**src/rtl/dspwm_timer.sv**
```systemverilog
module dspwm_timer #(
  parameter int W       = 16,
  parameter int NCH     = 3,
  parameter int MIN_TOP = 3
) (
  input  logic           clk,
  input  logic           rst,
  input  logic           tick,
  input  logic           top_we,
  input  logic [W-1:0]   top_wdata,
  input  logic [NCH-1:0] cmp_we,
  input  logic [W-1:0]   cmp_wdata,
  input  logic           cfg_we,
  input  logic           cfg_top_from_a,
  input  logic [NCH-1:0] cfg_invert,
  input  logic [NCH-1:0] flag_clr,
  output logic [W-1:0]   count,
  output logic [NCH-1:0] pwm_out,
  output logic [NCH-1:0] match_flag
);

  localparam logic [W-1:0] FLOOR = W'(MIN_TOP);

  function automatic logic [W-1:0] floor_top(input logic [W-1:0] v);
    return (v < FLOOR) ? FLOOR : v;
  endfunction

  logic [W-1:0]          cnt_q, top_buf, top_act, top_eff;
  logic [NCH-1:0][W-1:0] cmp_buf, cmp_act;
  logic                  mode_buf, mode_act, up_q;
  logic [NCH-1:0]        inv_q, lvl_q, flag_q;
  logic                  at_top, at_bot, reload;

  assign top_eff = mode_act ? floor_top(cmp_act[0]) : top_act;
  assign at_top  = up_q && (cnt_q == top_eff);
  assign at_bot  = !up_q && (cnt_q == '0);
  assign reload  = tick && at_bot;

  always_ff @(posedge clk) begin
    if (rst) begin
      top_buf  <= '1;
      cmp_buf  <= '0;
      mode_buf <= 1'b0;
      inv_q    <= '0;
    end else begin
      if (top_we) top_buf <= top_wdata;
      for (int i = 0; i < NCH; i++)
        if (cmp_we[i]) cmp_buf[i] <= cmp_wdata;
      if (cfg_we) begin
        mode_buf <= cfg_top_from_a;
        inv_q    <= cfg_invert;
      end
    end
  end

  always_ff @(posedge clk) begin
    if (rst) begin
      top_act  <= '1;
      cmp_act  <= '0;
      mode_act <= 1'b0;
    end else if (reload) begin
      top_act  <= floor_top(top_buf);
      cmp_act  <= cmp_buf;
      mode_act <= mode_buf;
    end
  end

  always_ff @(posedge clk) begin
    if (rst) begin
      cnt_q <= '0;
      up_q  <= 1'b0;
    end else if (tick) begin
      if (at_top) begin
        cnt_q <= cnt_q - 1'b1;
        up_q  <= 1'b0;
      end else if (at_bot) begin
        cnt_q <= {{(W-1){1'b0}}, 1'b1};
        up_q  <= 1'b1;
      end else if (up_q) begin
        cnt_q <= cnt_q + 1'b1;
      end else begin
        cnt_q <= cnt_q - 1'b1;
      end
    end
  end

  for (genvar i = 0; i < NCH; i++) begin : g_ch
    localparam bit IS_A = (i == 0);
    logic tgl, hit, lvl, flg;

    assign tgl = IS_A && mode_act;
    assign hit = tgl ? at_top : (cnt_q == cmp_act[i]);

    always_ff @(posedge clk) begin
      if (rst) begin
        lvl <= 1'b0;
        flg <= 1'b0;
      end else begin
        if (tick && hit) lvl <= tgl ? ~lvl : ~up_q;
        if (tick && hit)      flg <= 1'b1;
        else if (flag_clr[i]) flg <= 1'b0;
      end
    end

    assign lvl_q[i]  = lvl;
    assign flag_q[i] = flg;
  end

  assign count      = cnt_q;
  assign pwm_out    = lvl_q ^ inv_q;
  assign match_flag = flag_q;

endmodule

```
**config.mk**
```make
export PLATFORM = sky130hd
export DESIGN_NAME = dspwm_timer
export DESIGN_NICKNAME = d
export VERILOG_FILES = /design/src/rtl/dspwm_timer.sv
export SDC_FILE = /design/constraint.sdc
export NUM_CORES = 1
export LEC_CHECK = 0
export BUFFER_PORTS_ARGS = -buffer_cell sky130_fd_sc_hd__clkbuf_2
export CAP_MARGIN = 20
export CELL_PAD_IN_SITES_DETAIL_PLACEMENT = 0
export CELL_PAD_IN_SITES_GLOBAL_PLACEMENT = 1
export CORE_UTILIZATION = 42
export CTS_BUF_LIST = sky130_fd_sc_hd__clkbuf_4 sky130_fd_sc_hd__clkbuf_8
export DETAILED_ROUTE_END_ITERATION = 12
export GPL_TIMING_DRIVEN = 0
export PLACE_DENSITY_LB_ADDON = 0.1
export SYNTH_ARGS = -nofsm -noshare
export SYNTH_HDL_FRONTEND = slang
export SYNTH_SLANG_ARGS = --single-unit
```
**constraint.sdc**
```tcl
create_clock -name clk -period 2.62 [get_ports clk]
set_input_delay 0.524 -clock clk [delete_from_list [all_inputs] [get_ports clk]]
set_output_delay 0.524 -clock clk [all_outputs]
set_load 0.1 [all_outputs]
```
# Word level (Yosys, flattened, before mapping)

Cells that the tools add are included.

Register bits: 156
Latch bits: 0
Memory bits (writable): 0
ROM bits: 0
Input port bits: 47
Output and inout bits: 22
Memories kept: 0

Add/sub/neg operators: 2
Multiply operators: 0
Div/mod/pow operators: 0
Magnitude comparators: 2
Equality and inequality tests: 4
Shift-type cells: 0
Mux-type cells: 16
Bitwise logic cells: 3
Reductions and logical operators: 13

Operator list:

| operator                | count |
|---|---|
| $mux W16                | 6 |
| $eq A16 B16 Y1          | 4 |
| $lt A16 B2 Y1 const B   | 2 |
| $add A16 B1 Y16 const B | 1 |
| $logic_not A16 Y1       | 1 |
| $sub A16 B1 Y16 const B | 1 |
| $mux W1                 | 10 |
| $reduce_bool A2 Y1      | 4 |
| $logic_and A1 B1 Y1     | 6 |
| $xor A3 B3 Y3           | 1 |
| $not A1 Y1              | 2 |
| $reduce_and A2 Y1       | 1 |
| $logic_not A1 Y1        | 1 |

# Logic depth before layout (Yosys ltp)

Gate-level depths: netlist (run 1).

Depth after elaboration: 8
Gate-level depth with buffers: 12

# Worst setup path before layout (run 1)

Ideal clock, no wire load.

Kind: register -> register
Start: reg cnt_q[0] (netlist: count[0])
End: reg cmp_act[10] (netlist bit)
Library setup time: 0.071 ns
Arrival: 2.927 ns
Required time: 2.549 ns
Setup slack: -0.377 ns
Cell stages (with the launch flop): 13
Path buffers: 4
Cell sequence: dfxtp_1 buf_2 inv_1 ha_1 nor3b_1 nand4_1 or4_1 clkbuf_1 nor2_1 buf_2 buf_4 nand2_1 a21oi_1

Cells in the longest elaborated chain, start to end: 3

RTL lines:

| item                   | line | text |
|---|---|---|
| start, declared        | 28   | `logic [W-1:0] cnt_q, top_buf, top_act, top_eff;` |
| start signal, assigned | 74   | `cnt_q <= cnt_q - 1'b1;` |
| start signal, assigned | 77   | `cnt_q <= {{(W-1){1'b0}}, 1'b1};` |
| start signal, assigned | 80   | `cnt_q <= cnt_q + 1'b1;` |
| $logic_not A16 Y1      | 36   | `assign at_bot = !up_q && (cnt_q == '0);` |
| $logic_and A1 B1 Y1    | 36   |  |
| $logic_and A1 B1 Y1    | 37   | `assign reload = tick && at_bot;` |
| end signal, assigned   | 63   | `cmp_act <= cmp_buf;` |
| end, declared          | 29   | `logic [NCH-1:0][W-1:0] cmp_buf, cmp_act;` |

Every way passes these cells.
A chain may end at the register's enable or synchronous reset.

# Worst setup path in the final report (run 1)

Start: reg mode_act (netlist: g_ch[0].tgl)
End: reg cnt_q[14] (netlist: count[14])

Cells in the longest elaborated chain, start to end: 4

RTL lines:

| item                   | line | text |
|---|---|---|
| start, declared        | 30   | `logic mode_buf, mode_act, up_q;` |
| start signal, assigned | 64   | `mode_act <= mode_buf;` |
| $mux W16               | 34   | `assign top_eff = mode_act ? floor_top(cmp_act[0]) : top_act;` |
| $eq A16 B16 Y1         | 35   | `assign at_top = up_q && (cnt_q == top_eff);` |
| $logic_and A1 B1 Y1    | 35   |  |
| $mux W16               | 73   | `if (at_top) begin` |

Every way passes these cells.

==> tab_implementation.tex, run 1 <==
\begin{tabular}{lr}
\hline
Metric & Value \\
\hline
\multicolumn{2}{l}{\textbf{Power and ir drop}} \\
\quad Pleak & 3.60 nW \\
\quad Worst vdd rail ir drop & about 0.89 mV \\
\quad Pwr per Cell Area & roughly 1200 nW/um\^{}2 \\
\quad Power Total & between 0.01 and 0.015 W \\
\multicolumn{2}{l}{\textbf{Drt}} \\
\quad Total length of routed wires & between 20000 and 25000 um \\
\quad Routed via count divided by cell count & 5.57 \\
\quad Vias post-DR & $\sim$6700 \\
\quad WL per Instance & just under 20 um \\
\quad DRT antenna net count & 0 \\
\quad Length of the first detailed-routing pass in iterations & 5 \\
\quad Number of remaining DRC errors & 0 \\
\quad Number of violations reported at the end of detailed-routing iteration 0 & approximately 490 \\
\multicolumn{2}{l}{\textbf{Floorplan}} \\
\quad Area inside the core boundary & approximately 17000 um\^{}2 \\
\quad Initial core utilization & a little over two fifths \\
\quad FP Rows & 47 \\
\quad Horizontal die dimension & roughly 130 um \\
\quad Full die area & about 18000 um\^{}2 \\
\quad Vert. Die Dim & between 100 and 150 um \\
\quad Total I/O pin count & roughly 70 \\
\multicolumn{2}{l}{\textbf{Global routing}} \\
\quad Largest net degree at the start of global routing & 17 \\
\quad Global-route wire length before repair & 35900 um \\
\quad Vias in the first global route & just over 6000 \\
\quad Sum of overflow across all layers after global routing & 0 \\
\quad All-Layer GR Usage & 26.7\% \\
\quad Number of antenna violations at the first check in global routing & 0 \\
\multicolumn{2}{l}{\textbf{Yosys}} \\
\quad Synth Register Bits & 156 \\
\quad FFs w/ async S/R, synth & 0\% \\
\quad Synthesized area & 7290 um\^{}2 \\
\quad Average cell area after synthesis & between 8 and 9 um\^{}2 \\
\quad Count of unique library cells instantiated by Yosys & between 50 and 60 \\
\quad Main synth FF type & dfxtp\_1 \\
\quad Sequential cell area fraction in the yosys report & a little over two fifths \\
\quad Net count of the mapped netlist & 915 \\
\quad Count of flip-flops with a built-in enable after synthesis & 0 \\
\quad Count of yosys warnings during synthesis & 0 \\
\quad Number of instances in the synthesized netlist & a little under 900 \\
\multicolumn{2}{l}{\textbf{Cells and area}} \\
\quad Layout-stage area growth over the synthesis result & 19.8\% \\
\quad Reg area & roughly 3100 um\^{}2 \\
\quad Count of filler cells inserted in the layout & 1648 \\
\quad Most common cell after layout, fill and taps aside & nand2\_1 \\
\quad Multi-input gate area & 3960 um\^{}2 \\
\quad Share of post-route cells with drive strength above 1 & 20.5\% \\
\quad Final net count & between 1000 and 1500 \\
\quad Commonest cells after routing, fill and taps aside & nand2\_1, dfxtp\_1, mux2i\_1 \\
\quad Count of antenna diodes in the layout & 0 \\
\multicolumn{2}{l}{\textbf{Placed design}} \\
\quad Routability congestion estimate & 0.889 \\
\quad I/O Buffers & 62 \\
\quad HPWL after detailed placement & approximately 17000 um \\
\multicolumn{2}{l}{\textbf{Timing}} \\
\quad Unrepaired setup endpoints after global routing & true \\
\quad Count of final max-slew check failures & 0 \\
\quad Count of final hold-check violations & 0 \\
\quad Tightest slew margin relative to the limit & about two fifths \\
\quad Transition time at the pin with the least slew margin & 0.905 ns \\
\quad Max Clock Skew & 0.0124 ns \\
\quad Period Utilization, post-route & 102\% \\
\quad Setup total negative slack & -0.0457 ns \\
\quad Final critical path time including I/O delays and setup & between 2 and 3 ns \\
\quad Highest achievable clock rate & $\sim$380 MHz \\
\quad Post-route worst setup slack & -0.0457 ns \\
\quad Count of final setup violators & 1 \\
\multicolumn{2}{l}{\textbf{Worst setup path}} \\
\quad Worst Path Class, Setup & reg -> reg \\
\quad Startpoint kind of the worst setup timing path & flip-flop \\
\quad CP Capture Type & flip-flop \\
\quad Length in cells of the worst reg-to-reg path & 11 \\
\quad Endpoint of the lowest-slack register-to-register path & count[14]\$\_SDFFE\_PP0P\_ \\
\quad Maximum fanout along the worst path & 5 \\
\quad Worst endpoint data arrival time & between 3 and 4 ns \\
\quad Required time of the critical path & 2.97 ns \\
\quad R2R Setup Slk & -0.05 ns \\
\quad Critical R2R Launch & g\_ch[0].tgl\$\_SDFFE\_PP0P\_ \\
\multicolumn{2}{l}{\textbf{Clock tree}} \\
\quad Sinks on Clock Net & 156 \\
\quad Clock transition at path regs & $\sim$0.090 ns \\
\quad Buffer levels on the longest clock path & 2 \\
\quad Root buf cell & clkbuf\_8 \\
\quad H-Tree Level Count & 4 \\
\quad Inserted Clock Buffers & 17 \\
\quad Clock latency on the worst-skew pair & $\sim$0.45 ns \\
\quad CTS tree & done \\
\quad Number of buffers inserted for hold repair after clock tree synthesis & 0 \\
\multicolumn{2}{l}{\textbf{Min path}} \\
\quad WHS Endpoint & top\_buf[11]\$\_SDFFE\_PP1P\_ \\
\quad Hold path start & top\_wdata[11] \\
\quad Class of the tightest hold or removal check & in -> reg \\
\quad Number of cells on the worst hold path & 3 \\
\multicolumn{2}{l}{\textbf{Status}} \\
\quad Run status & complete, but fails checks \\
\quad Violations in the final reports & setup timing \\
\multicolumn{2}{l}{\textbf{Job}} \\
\quad Maximum capacitance violations & 0 \\
\hline
\end{tabular}
==> cells in the mapped netlist (4+ instances only) <==
| master | count | area share, % |
|---|---|---|
| a211oi_1 | 4 | 0.41 |
| a21oi_1 | 71 | 4.9 |
| a221oi_1 | 4 | 0.48 |
| a22o_1 | 4 | 0.48 |
| a311oi_1 | 4 | 0.48 |
| buf_1 | 8 | 0.41 |
| buf_2 | 10 | 0.69 |
| buf_4 | 7 | 0.72 |
| clkbuf_1 | 45 | 2.3 |
| dfxtp_1 | 156 | 43 |
| inv_1 | 10 | 0.51 |
| mux2i_1 | 86 | 12 |
| nand2_1 | 160 | 8.2 |
| nand2b_1 | 5 | 0.43 |
| nand3_1 | 28 | 1.9 |
| nand4_1 | 15 | 1.3 |
| nor2_1 | 80 | 4.1 |
| nor3_1 | 16 | 1.1 |
| nor4_1 | 16 | 1.4 |
| o211ai_1 | 4 | 0.41 |
| o21ai_0 | 15 | 1.0 |
| o22ai_1 | 5 | 0.43 |
| or3_1 | 5 | 0.43 |
| xnor2_1 | 41 | 4.9 |
| xor2_1 | 27 | 3.2 |
==> worst max-delay path, cell delays in order (launching register included) <==
cell      delay (ns)
dfxtp_4         0.39
buf_8           0.14
mux2i_4         0.25
xnor2_2         0.10
nor4_2          0.28
nand4_1         0.23
or3_1           0.41
buf_6           0.15
o21ai_4         0.07
buf_6           0.16
nand2_2         0.06
a311oi_2        0.31
==> logic make-up (layout without fill, tap and decap cells) <==
group | Yosys count | after routing | synth area share (%)
compound gates | 135 | 135 | 11.6
xor+xnor | 68 | 68 | 8.17
fa+ha+maj | 2 | 2 | 0.343
flops | 156 | 156 | 42.8
simple gates | 336 | 336 | 20.1
buf+inv | 83 | 197 | 5.11
mux | 86 | 86 | 11.8
==> stage by stage <==
step | utilization [%] | instance area (um^2) | worst slack [ns] | hold WS, ns | cells
6_report | 52.1 | 8740 | -0.0457 | 0.284 | 1200
3_5_place_dp | 47.2 | 7910 | -0.932 | 0.450 | 1148
3_3_place_gp | 47.2 | 7910 | -0.894 | 0.445 | 1148
2_1_floorplan | - | 7320 | 0.0578 | 0.436 | 866
5_1_grt | 52.1 | 8740 | -0.100 | 0.257 | 1200
4_1_cts | 50.7 | 8490 | 0.00143 | 0.265 | 1185
==> flip-flops by register name, summed over array words and instances (netlist names) <==
| name | count |
|---|---|
| cmp_buf | 48 |
| up_q | 1 |
| g_ch.tgl | 1 |
| cmp_act | 48 |
| top_buf | 16 |
| top_act | 16 |
| mode_buf | 1 |
| count | 16 |
| g_ch.lvl | 3 |
| g_ch.flg | 3 |
| inv_q | 3 |
==> final cells by class <==
cell class / count / area share, %
buffer: 66 / 3.88
clock buffer: 18 / 2.84
clock inverter: 14 / 2.09
inverter: 10 / 0.430
multi-input combinational: 627 / 45.4
sequential: 156 / 36.0
tap: 220 / 3.15
timing repair buffer: 89 / 6.20
==> power by group <==
group / switching, W / internal (W)
logic: 0.00334 / 0.00180
clock network: 0.000979 / 0.000992
registers: 0.000485 / 0.00277
==> what timing repair did <==
action                                  in CTS  in global routing
endpoints found under the setup margin      83                 79
buffers inserted                            10                 13
pin swaps                                    9                 20
resized for setup                           25                 40
cloned                                       2                  2
==> routing by layer <==
layer  routed length, um  share of wire, %  global-route usage, %  vias up
met5                   0                 0                      0        -
li1                    -                 -                      -     3175
met1               10800                45                   37.3     3175
met3                1840               7.7                   5.40       44
met4                 518               2.2                   6.69        0
met2               10600                45                   42.0      294
==> worst max path at each step <==
stage          slack [ns]                      from                        to  cells past startpoint
2_1_floorplan        0.06     count[0]$_SDFFE_PP0P_  cmp_act[10]$_SDFFE_PP0P_                     12
3_3_place_gp        -0.89     count[0]$_SDFFE_PP0P_   top_act[2]$_SDFFE_PP1P_                     11
3_5_place_dp        -0.93     count[0]$_SDFFE_PP0P_  top_act[12]$_SDFFE_PP1P_                     11
4_1_cts             0.001  g_ch[0].tgl$_SDFFE_PP0P_    count[14]$_SDFFE_PP0P_                     11
5_1_grt             -0.10  g_ch[0].tgl$_SDFFE_PP0P_    count[14]$_SDFFE_PP0P_                     11
6_report            -0.05  g_ch[0].tgl$_SDFFE_PP0P_    count[14]$_SDFFE_PP0P_                     11
Power figures use the tool's default switching activity.
==> inputs of run 2 (changes only) <==
Settings changed: CORE_UTILIZATION 42 to 50.
Clock period 2.62 ns to 3.21 ns, I/O delays scaled along.
==> run 2 against run 1 <==
- the flow now finishes without violations
- flip-flop and latch count unchanged
- fmax down 13%
- clock power down 19%
- wire length down 4.2%
- clock skew about the same
- final area down 4.9%
- combinational power down 24%
- critical endpoint is now count[9]$_SDFFE_PP0P_
==> tab_implementation.tex, run 2 (synthesis gave the netlist of run 1 again) <==
\begin{tabular}{lr}
\hline
Metric & Value \\
\hline
\multicolumn{2}{l}{\textbf{Drt}} \\
\quad Length of the first detailed-routing pass in iterations & 6 (was 5) \\
\quad Routed via count divided by cell count & 5.78 (was 5.57) \\
\quad DRT antenna net count & 0 (unchanged) \\
\quad Vias post-DR & 6602 (was 6688) \\
\quad Number of violations reported at the end of detailed-routing iteration 0 & 533 (was 485) \\
\quad WL per Instance & 19.9 um (was 19.8 um) \\
\quad Total length of routed wires & 22800 um (was 23800 um) \\
\quad Number of remaining DRC errors & 0 (unchanged) \\
\multicolumn{2}{l}{\textbf{Global routing}} \\
\quad All-Layer GR Usage & 31.4\% (was 26.7\%) \\
\quad Largest net degree at the start of global routing & 18 (was 17) \\
\quad Vias in the first global route & 6068 (was 6139) \\
\quad Sum of overflow across all layers after global routing & 0 (unchanged) \\
\quad Global-route wire length before repair & 34600 um (was 35900 um) \\
\quad Number of antenna violations at the first check in global routing & 0 (unchanged) \\
\multicolumn{2}{l}{\textbf{Timing}} \\
\quad Transition time at the pin with the least slew margin & 0.925 ns (was 0.905 ns) \\
\quad Count of final hold-check violations & 0 (unchanged) \\
\quad Unrepaired setup endpoints after global routing & false (was true) \\
\quad Post-route worst setup slack & 0.144 ns (was -0.0457 ns) \\
\quad Count of final setup violators & 0 (was 1) \\
\quad Max Clock Skew & 0.0125 ns (was 0.0124 ns) \\
\quad Final critical path time including I/O delays and setup & 3.07 ns (was 2.67 ns) \\
\quad Count of final max-slew check failures & 0 (unchanged) \\
\quad Highest achievable clock rate & 326 MHz (was 375 MHz) \\
\quad Period Utilization, post-route & 95.5\% (was 102\%) \\
\quad Tightest slew margin relative to the limit & 38.3\% (was 39.6\%) \\
\multicolumn{2}{l}{\textbf{Cells and area}} \\
\quad Count of filler cells inserted in the layout & 1296 (was 1648) \\
\quad Largest regs & cmp\_act: 48 flops, cmp\_buf: 48 flops (unchanged) \\
\quad Area of all placed cells without fillers & 8310 um\^{}2 (was 8740 um\^{}2) \\
\quad Most common cell after layout, fill and taps aside & nand2\_1 (unchanged) \\
\quad Count of antenna diodes in the layout & 0 (unchanged) \\
\quad Final net count & 999 (was 1016) \\
\quad Layout-stage area growth over the synthesis result & 13.9\% (was 19.8\%) \\
\quad Commonest cells after routing, fill and taps aside & nand2\_1, dfxtp\_1, mux2i\_1 (unchanged) \\
\quad Share of post-route cells with drive strength above 1 & 13.5\% (was 20.5\%) \\
\quad Layout Cells excl Fill & 1143 (was 1200) \\
\multicolumn{2}{l}{\textbf{Worst setup path}} \\
\quad Crit-path leading delay family & buffers and inverters (was simple AND/OR/NAND/NOR gates) \\
\quad R2R Setup Slk & 0.14 ns (was -0.05 ns) \\
\quad Buffers and inverters on the worst path & 3 (unchanged) \\
\quad Endpoint of the lowest-slack register-to-register path & count[9]\$\_SDFFE\_PP0P\_ (was count[14]\$\_SDFFE\_PP0P\_) \\
\quad Cell at the slowest stage of the critical path & clkbuf\_1 (was or3\_1) \\
\quad CP Capture Type & flip-flop (unchanged) \\
\quad Critical path, cell by cell & clkbuf\_1 > inv\_1 > xnor2\_1 > nand4\_1 > nor3\_4 > buf\_2 > a21oi\_1 > a311oi\_1 (was buf\_8 > mux2i\_4 > xnor2\_2 > nor4\_2 > nand4\_1 > or3\_1 > buf\_6 > o21ai\_4 > buf\_6 > nand2\_2 > a311oi\_2) \\
\quad Worst Path Class, Setup & reg -> reg (unchanged) \\
\quad Maximum fanout along the worst path & 10 (was 5) \\
\quad Length in cells of the worst reg-to-reg path & 8 (was 11) \\
\quad Worst endpoint data arrival time & 3.42 ns (was 3.02 ns) \\
\quad Startpoint kind of the worst setup timing path & flip-flop (unchanged) \\
\quad Required time of the critical path & 3.57 ns (was 2.97 ns) \\
\quad Delay of the slowest critical-path stage & 0.61 ns (was 0.41 ns) \\
\quad Crit path launch & count[10]\$\_SDFFE\_PP0P\_ (was g\_ch[0].tgl\$\_SDFFE\_PP0P\_) \\
\quad Critical R2R Launch & count[10]\$\_SDFFE\_PP0P\_ (was g\_ch[0].tgl\$\_SDFFE\_PP0P\_) \\
\multicolumn{2}{l}{\textbf{Power and ir drop}} \\
\quad Net Sw Power & 0.00382 W (was 0.00480 W) \\
\quad Worst vdd rail ir drop & 0.556 mV (was 0.891 mV) \\
\quad Pleak & 3.40 nW (was 3.60 nW) \\
\quad Share of total power consumed by net switching & 47.6\% (was 46.4\%) \\
\quad Power share of the combinational group & 48.7\% (was 49.6\%) \\
\quad Clock group share of total power & 19.8\% (was 19.0\%) \\
\quad Power share of the sequential group & 31.5\% (was 31.4\%) \\
\quad Power Internal & 0.00422 W (was 0.00555 W) \\
\quad Pwr per Cell Area & 968 nW/um\^{}2 (was 1190 nW/um\^{}2) \\
\multicolumn{2}{l}{\textbf{Clock tree}} \\
\quad Buffer levels on the longest clock path & 2 (unchanged) \\
\quad Inserted Clock Buffers & 17 (unchanged) \\
\quad CTS tree & done (unchanged) \\
\quad H-Tree Level Count & 4 (unchanged) \\
\quad Number of buffers inserted for hold repair after clock tree synthesis & 0 (unchanged) \\
\quad Clock latency on the worst-skew pair & 0.47 ns (was 0.45 ns) \\
\quad Clock transition at path regs & 0.10 ns (was 0.09 ns) \\
\quad Sinks on Clock Net & 156 (unchanged) \\
\quad Root buf cell & clkbuf\_8 (unchanged) \\
\multicolumn{2}{l}{\textbf{Status}} \\
\quad Run status & completed (was complete, but fails checks) \\
\multicolumn{2}{l}{\textbf{Placed design}} \\
\quad Placed cells & 1108 (was 1148) \\
\quad I/O Buffers & 62 (unchanged) \\
\quad Post-DP Area & 7830 um\^{}2 (was 7910 um\^{}2) \\
\quad Routability congestion estimate & 0.896 (was 0.889) \\
\quad Worst slack at placement & -0.329 ns (was -0.932 ns) \\
\quad HPWL after detailed placement & 16400 um (was 17100 um) \\
\multicolumn{2}{l}{\textbf{Floorplan}} \\
\quad Area inside the core boundary & 14000 um\^{}2 (was 16800 um\^{}2) \\
\quad FP Rows & 43 (was 47) \\
\quad Horizontal die dimension & 123 um (was 134 um) \\
\quad Full die area & 15100 um\^{}2 (was 17900 um\^{}2) \\
\quad Total I/O pin count & 69 (unchanged) \\
\quad Vert. Die Dim & 123 um (was 134 um) \\
\quad Initial core utilization & 51.9\% (was 43.5\%) \\
\multicolumn{2}{l}{\textbf{Min path}} \\
\quad Hold path start & top\_wdata[1] (was top\_wdata[11]) \\
\quad Number of cells on the worst hold path & 3 (unchanged) \\
\quad WHS Endpoint & top\_buf[1]\$\_SDFFE\_PP1P\_ (was top\_buf[11]\$\_SDFFE\_PP1P\_) \\
\quad Class of the tightest hold or removal check & in -> reg (unchanged) \\
\multicolumn{2}{l}{\textbf{Job}} \\
\quad Maximum capacitance violations & 0 (unchanged) \\
\hline
\end{tabular}
[run 2: power by group through the flow]
stage	combinational, W	sequential, W	clock (W)
after floorplan	0.00245	0.00297	0
after global placement	0.00371	0.00254	0
after detailed placement	0.00375	0.00256	0
after CTS	0.00382	0.00252	0.00161
after global routing	0.00418	0.00256	0.00170
final	0.00392	0.00253	0.00159
[run 2: layout make-up]
class                   instances  area, um^2  share of cell area, %
well taps                     180         225                   2.71
inverters                      10        37.5                  0.452
plain buffers                  73         340                   4.10
flip-flops and latches        156        3120                   37.6
clock inverters                15         196                   2.36
clock buffers                  17         234                   2.82
repair buffers                 65         333                   4.01
multi-input cells             627        3820                   46.0
[run 2: worst max-delay path by stage]
stage                               end  depth (start not counted)
3_3_place_gp    top_act[3]$_SDFFE_PP1P_                         11
4_1_cts        cmp_act[44]$_SDFFE_PP0P_                         12
5_1_grt           count[9]$_SDFFE_PP0P_                          8
2_1_floorplan  cmp_act[10]$_SDFFE_PP0P_                         12
3_5_place_dp   top_act[12]$_SDFFE_PP1P_                         11
6_report          count[9]$_SDFFE_PP0P_                          8
[run 2: routing by layer]
| layer | vias to the layer above | wire (um) | global-route usage [%] |
|---|---|---|---|
| li1 | 3140 | - | - |
| met1 | 3134 | 10500 | 43.1 |
| met2 | 269 | 10000 | 47.4 |
| met3 | 59 | 1570 | 6.41 |
| met4 | 0 | 752 | 13.8 |
| met5 | - | 0 | 0 |
[run 2: worst register-to-register path, delay by kind of cell (launching register included)]
family                    cells  cell delay (ns)
DFF                           1             0.34
and+or+nand+nor               2             0.69
buffers and inverters         3             1.24
AOI/OAI and AO/OA             2             0.48
xor gates and xnor gates      1             0.22
[run 2: what timing repair did]
action | CTS | global route
cloned | 0 | 0
pin swaps | 1 | 1
endpoints found under the hold margin | 0 | 0
setup buffers | 1 | 2
resized for setup | 3 | 6
endpoints found under the setup margin | 64 | 55
[run 2: stage by stage]
step	hold slack [ns]	power (W)	setup TNS [ns]	utilization [%]
floorplan	0.436	0.00542	0	-
global placement	0.449	0.00625	-15.28	55.8
detailed placement	0.450	0.00631	-13.01	55.8
CTS	0.369	0.00794	0	59.0
global route	0.383	0.00844	0	59.2
finish	0.382	0.00804	0	59.2
==> inputs of run 3 (changes only) <==
Settings changed: RECOVER_POWER from default to 50, REMOVE_ABC_BUFFERS from default to 1.
==> run 3 against run 2 <==
- first-iteration DRC count is 2.3% lower
- critical path depth fell by 1
- combinational power is 13% lower
- non-clock buffer count fell by 59
- largest cell class unchanged
- largest power group unchanged
- highest routed layer unchanged
==> tab_implementation.tex, run 3 (synthesis gave the netlist of run 1 again) <==
\begin{tabular}{lr}
\hline
Metric & Value \\
\hline
\multicolumn{2}{l}{\textbf{Cells and area}} \\
\quad Largest regs & cmp\_act: 48 flops, cmp\_buf: 48 flops (unchanged) \\
\quad Core utilization of the finished layout & 58.1\% (was 59.2\%) \\
\quad Final net count & 941 (was 999) \\
\quad Area of all placed cells without fillers & 8150 um\^{}2 (was 8310 um\^{}2) \\
\quad Share of post-route cells with drive strength above 1 & 12.3\% (was 13.5\%) \\
\quad Multi-input gate area & 3850 um\^{}2 (was 3820 um\^{}2) \\
\quad Commonest cells after routing, fill and taps aside & nand2\_1, dfxtp\_1, mux2i\_1 (unchanged) \\
\quad Count of filler cells inserted in the layout & 1314 (was 1296) \\
\quad Reg area & 3130 um\^{}2 (was 3120 um\^{}2) \\
\quad Count of antenna diodes in the layout & 0 (unchanged) \\
\quad Most common cell after layout, fill and taps aside & nand2\_1 (unchanged) \\
\quad Layout-stage area growth over the synthesis result & 11.8\% (was 13.9\%) \\
\multicolumn{2}{l}{\textbf{Placed design}} \\
\quad I/O Buffers & 68 (was 62) \\
\quad Routability congestion estimate & 0.834 (was 0.896) \\
\quad HPWL after detailed placement & 12900 um (was 16400 um) \\
\quad Post-DP Area & 7630 um\^{}2 (was 7830 um\^{}2) \\
\multicolumn{2}{l}{\textbf{Drt}} \\
\quad Total length of routed wires & 19300 um (was 22800 um) \\
\quad WL per Instance & 17.7 um (was 19.9 um) \\
\quad DRT antenna net count & 0 (unchanged) \\
\quad Met3 WL post-DR & 1050 um (was 1570 um) \\
\quad Length of routed met2 wiring & 9110 um (was 10000 um) \\
\quad Highest layer used for signal routing & met4 (unchanged) \\
\quad Detailed-route wire length on metal 1 & 8860 um (was 10500 um) \\
\quad Number of violations reported at the end of detailed-routing iteration 0 & 521 (was 533) \\
\quad Vias post-DR & 6179 (was 6602) \\
\quad Number of remaining DRC errors & 0 (unchanged) \\
\quad Length of the first detailed-routing pass in iterations & 5 (was 6) \\
\quad Routed via count divided by cell count & 5.69 (was 5.78) \\
\multicolumn{2}{l}{\textbf{Power and ir drop}} \\
\quad Net Sw Power & 0.00367 W (was 0.00382 W) \\
\quad Share of total power consumed by net switching & 46.7\% (was 47.6\%) \\
\quad Clock group share of total power & 20.2\% (was 19.8\%) \\
\quad Power Internal & 0.00420 W (was 0.00422 W) \\
\quad Power share of the sequential group & 36.3\% (was 31.5\%) \\
\quad Pleak & 3.28 nW (was 3.40 nW) \\
\quad Power share of the combinational group & 43.5\% (was 48.7\%) \\
\quad Pwr per Cell Area & 965 nW/um\^{}2 (was 968 nW/um\^{}2) \\
\quad Worst vdd rail ir drop & 0.433 mV (was 0.556 mV) \\
\multicolumn{2}{l}{\textbf{Worst setup path}} \\
\quad Maximum fanout along the worst path & 13 (was 10) \\
\quad Cell at the slowest stage of the critical path & dfxtp\_1 (was clkbuf\_1) \\
\quad Critical path, cell by cell & xnor2\_1 > nor4\_1 > nand4\_1 > or3\_1 > o21ai\_2 > a221oi\_1 > nor4\_2 (was clkbuf\_1 > inv\_1 > xnor2\_1 > nand4\_1 > nor3\_4 > buf\_2 > a21oi\_1 > a311oi\_1) \\
\quad Critical R2R Launch & count[8]\$\_SDFFE\_PP0P\_ (was count[10]\$\_SDFFE\_PP0P\_) \\
\quad Worst endpoint data arrival time & 3.46 ns (was 3.42 ns) \\
\quad Crit-path leading delay family & simple AND/OR/NAND/NOR gates (was buffers and inverters) \\
\quad Length in cells of the worst reg-to-reg path & 7 (was 8) \\
\quad Buffers and inverters on the worst path & 0 (was 3) \\
\quad Worst Path Class, Setup & reg -> reg (unchanged) \\
\quad Startpoint kind of the worst setup timing path & flip-flop (unchanged) \\
\quad Crit path launch & count[8]\$\_SDFFE\_PP0P\_ (was count[10]\$\_SDFFE\_PP0P\_) \\
\quad Crit. path cell count & 7 (was 8) \\
\quad Endpoint of the lowest-slack register-to-register path & count[2]\$\_SDFFE\_PP0P\_ (was count[9]\$\_SDFFE\_PP0P\_) \\
\quad Required time of the critical path & 3.58 ns (was 3.57 ns) \\
\quad R2R Setup Slk & 0.12 ns (was 0.14 ns) \\
\quad End of the critical path & count[2]\$\_SDFFE\_PP0P\_ (was count[9]\$\_SDFFE\_PP0P\_) \\
\quad CP Capture Type & flip-flop (unchanged) \\
\quad Delay of the slowest critical-path stage & 0.84 ns (was 0.61 ns) \\
\multicolumn{2}{l}{\textbf{Clock tree}} \\
\quad CTS tree & done (unchanged) \\
\quad Buffer levels on the longest clock path & 2 (unchanged) \\
\quad Clock latency on the worst-skew pair & 0.46 ns (was 0.47 ns) \\
\quad H-Tree Level Count & 4 (unchanged) \\
\quad Inserted Clock Buffers & 17 (unchanged) \\
\quad Clock transition at path regs & 0.09 ns (was 0.10 ns) \\
\quad Root buf cell & clkbuf\_8 (unchanged) \\
\quad Sinks on Clock Net & 156 (unchanged) \\
\quad Number of buffers inserted for hold repair after clock tree synthesis & 0 (unchanged) \\
\multicolumn{2}{l}{\textbf{Timing}} \\
\quad Setup total negative slack & 0 ns (unchanged) \\
\quad Max Clock Skew & 0.00948 ns (was 0.0125 ns) \\
\quad Period Utilization, post-route & 96.2\% (was 95.5\%) \\
\quad Transition time at the pin with the least slew margin & 1.23 ns (was 0.925 ns) \\
\quad Tightest slew margin relative to the limit & 17.9\% (was 38.3\%) \\
\quad Count of final setup violators & 0 (unchanged) \\
\quad Highest achievable clock rate & 324 MHz (was 326 MHz) \\
\quad Final critical path time including I/O delays and setup & 3.09 ns (was 3.07 ns) \\
\quad Count of final max-slew check failures & 0 (unchanged) \\
\quad Unrepaired setup endpoints after global routing & false (unchanged) \\
\quad Count of final hold-check violations & 0 (unchanged) \\
\multicolumn{2}{l}{\textbf{Floorplan}} \\
\quad Initial core utilization & 51.9\% (unchanged) \\
\quad Area inside the core boundary & 14000 um\^{}2 (unchanged) \\
\quad FP Rows & 43 (unchanged) \\
\quad Vert. Die Dim & 123 um (unchanged) \\
\quad Total I/O pin count & 69 (unchanged) \\
\quad Full die area & 15100 um\^{}2 (unchanged) \\
\quad Horizontal die dimension & 123 um (unchanged) \\
\multicolumn{2}{l}{\textbf{Global routing}} \\
\quad Largest net degree at the start of global routing & 62 (was 18) \\
\quad Vias in the first global route & 5676 (was 6068) \\
\quad All-Layer GR Usage & 27.0\% (was 31.4\%) \\
\quad Sum of overflow across all layers after global routing & 0 (unchanged) \\
\quad Number of antenna violations at the first check in global routing & 0 (unchanged) \\
\quad Global-route wire length before repair & 30500 um (was 34600 um) \\
\multicolumn{2}{l}{\textbf{Min path}} \\
\quad Class of the tightest hold or removal check & in -> reg (unchanged) \\
\quad Hold path start & top\_wdata[7] (was top\_wdata[1]) \\
\multicolumn{2}{l}{\textbf{Job}} \\
\quad Maximum capacitance violations & 0 (unchanged) \\
\multicolumn{2}{l}{\textbf{Status}} \\
\quad Run status & completed (unchanged) \\
\hline
\end{tabular}
run 3: changes by cell type in the layout (fill, tap and decap cells not counted), sizes merged:
cell      change
clkbuf       -38
buf          -20
inv           -3
bufinv        +1
clkinvlp      +1
nor2          +1
run 3: stage by stage:
step	std cells	worst slack, ns	hold slack, ns	power, W
6_report	1085	0.123	0.393	0.00787
4_1_cts	1079	0.0227	0.367	0.00780
3_3_place_gp	1041	-3.09	0.444	0.00605
2_1_floorplan	793	-1.37	0.430	0.00522
5_1_grt	1085	0.0161	0.365	0.00832
3_5_place_dp	1045	-0.482	0.447	0.00614
run 3: worst min path at each step:
stage                                     endpoint  slack (ns)  cells after the start
after floorplan            cmp_act[0]$_SDFFE_PP0P_        0.43                      2
after global placement    cmp_act[18]$_SDFFE_PP0P_        0.44                      2
after detailed placement  cmp_act[13]$_SDFFE_PP0P_        0.45                      2
after CTS                  top_buf[2]$_SDFFE_PP1P_        0.37                      3
after global routing      top_buf[13]$_SDFFE_PP1P_        0.37                      3
final                      top_buf[7]$_SDFFE_PP1P_        0.39                      3
run 3: final cells by class:
type / instances / area share (%)
inverters: 10 / 0.460
well taps: 180 / 2.76
clock inverters: 14 / 2.24
multi-input cells: 628 / 47.2
flip-flops and latches: 156 / 38.4
clock buffers: 18 / 2.96
repair buffers: 79 / 6.03
run 3: worst register-to-register path: stages, from the launching register on:
cell      delay, ns
dfxtp_1        0.84
xnor2_1        0.20
nor4_1         0.28
nand4_1        0.28
or3_1          0.63
o21ai_2        0.32
a221oi_1       0.20
nor4_2         0.25
run 3: timing repair:
item / CTS / global route
resized for setup: 4 / 5
buffers inserted: 1 / 6
pin swaps: 1 / 2
cloned: 1 / 0
endpoints found under the setup margin: 74 / 75
run 3: power by group through the flow:
stage               combinational [W]  clock (W)  sequential, W
floorplan                     0.00196          0        0.00326
global placement              0.00318          0        0.00287
detailed placement            0.00325          0        0.00288
CTS                           0.00333    0.00162        0.00284
global route                  0.00371    0.00171        0.00290
finish                        0.00342    0.00159        0.00286
run 3: per-layer routing:
metal  GRT usage (%)  up-vias
li1                -     3033
met1            36.8     2933
met2            43.1      194
met3            4.93       19
met4            8.54        0
met5               0        -
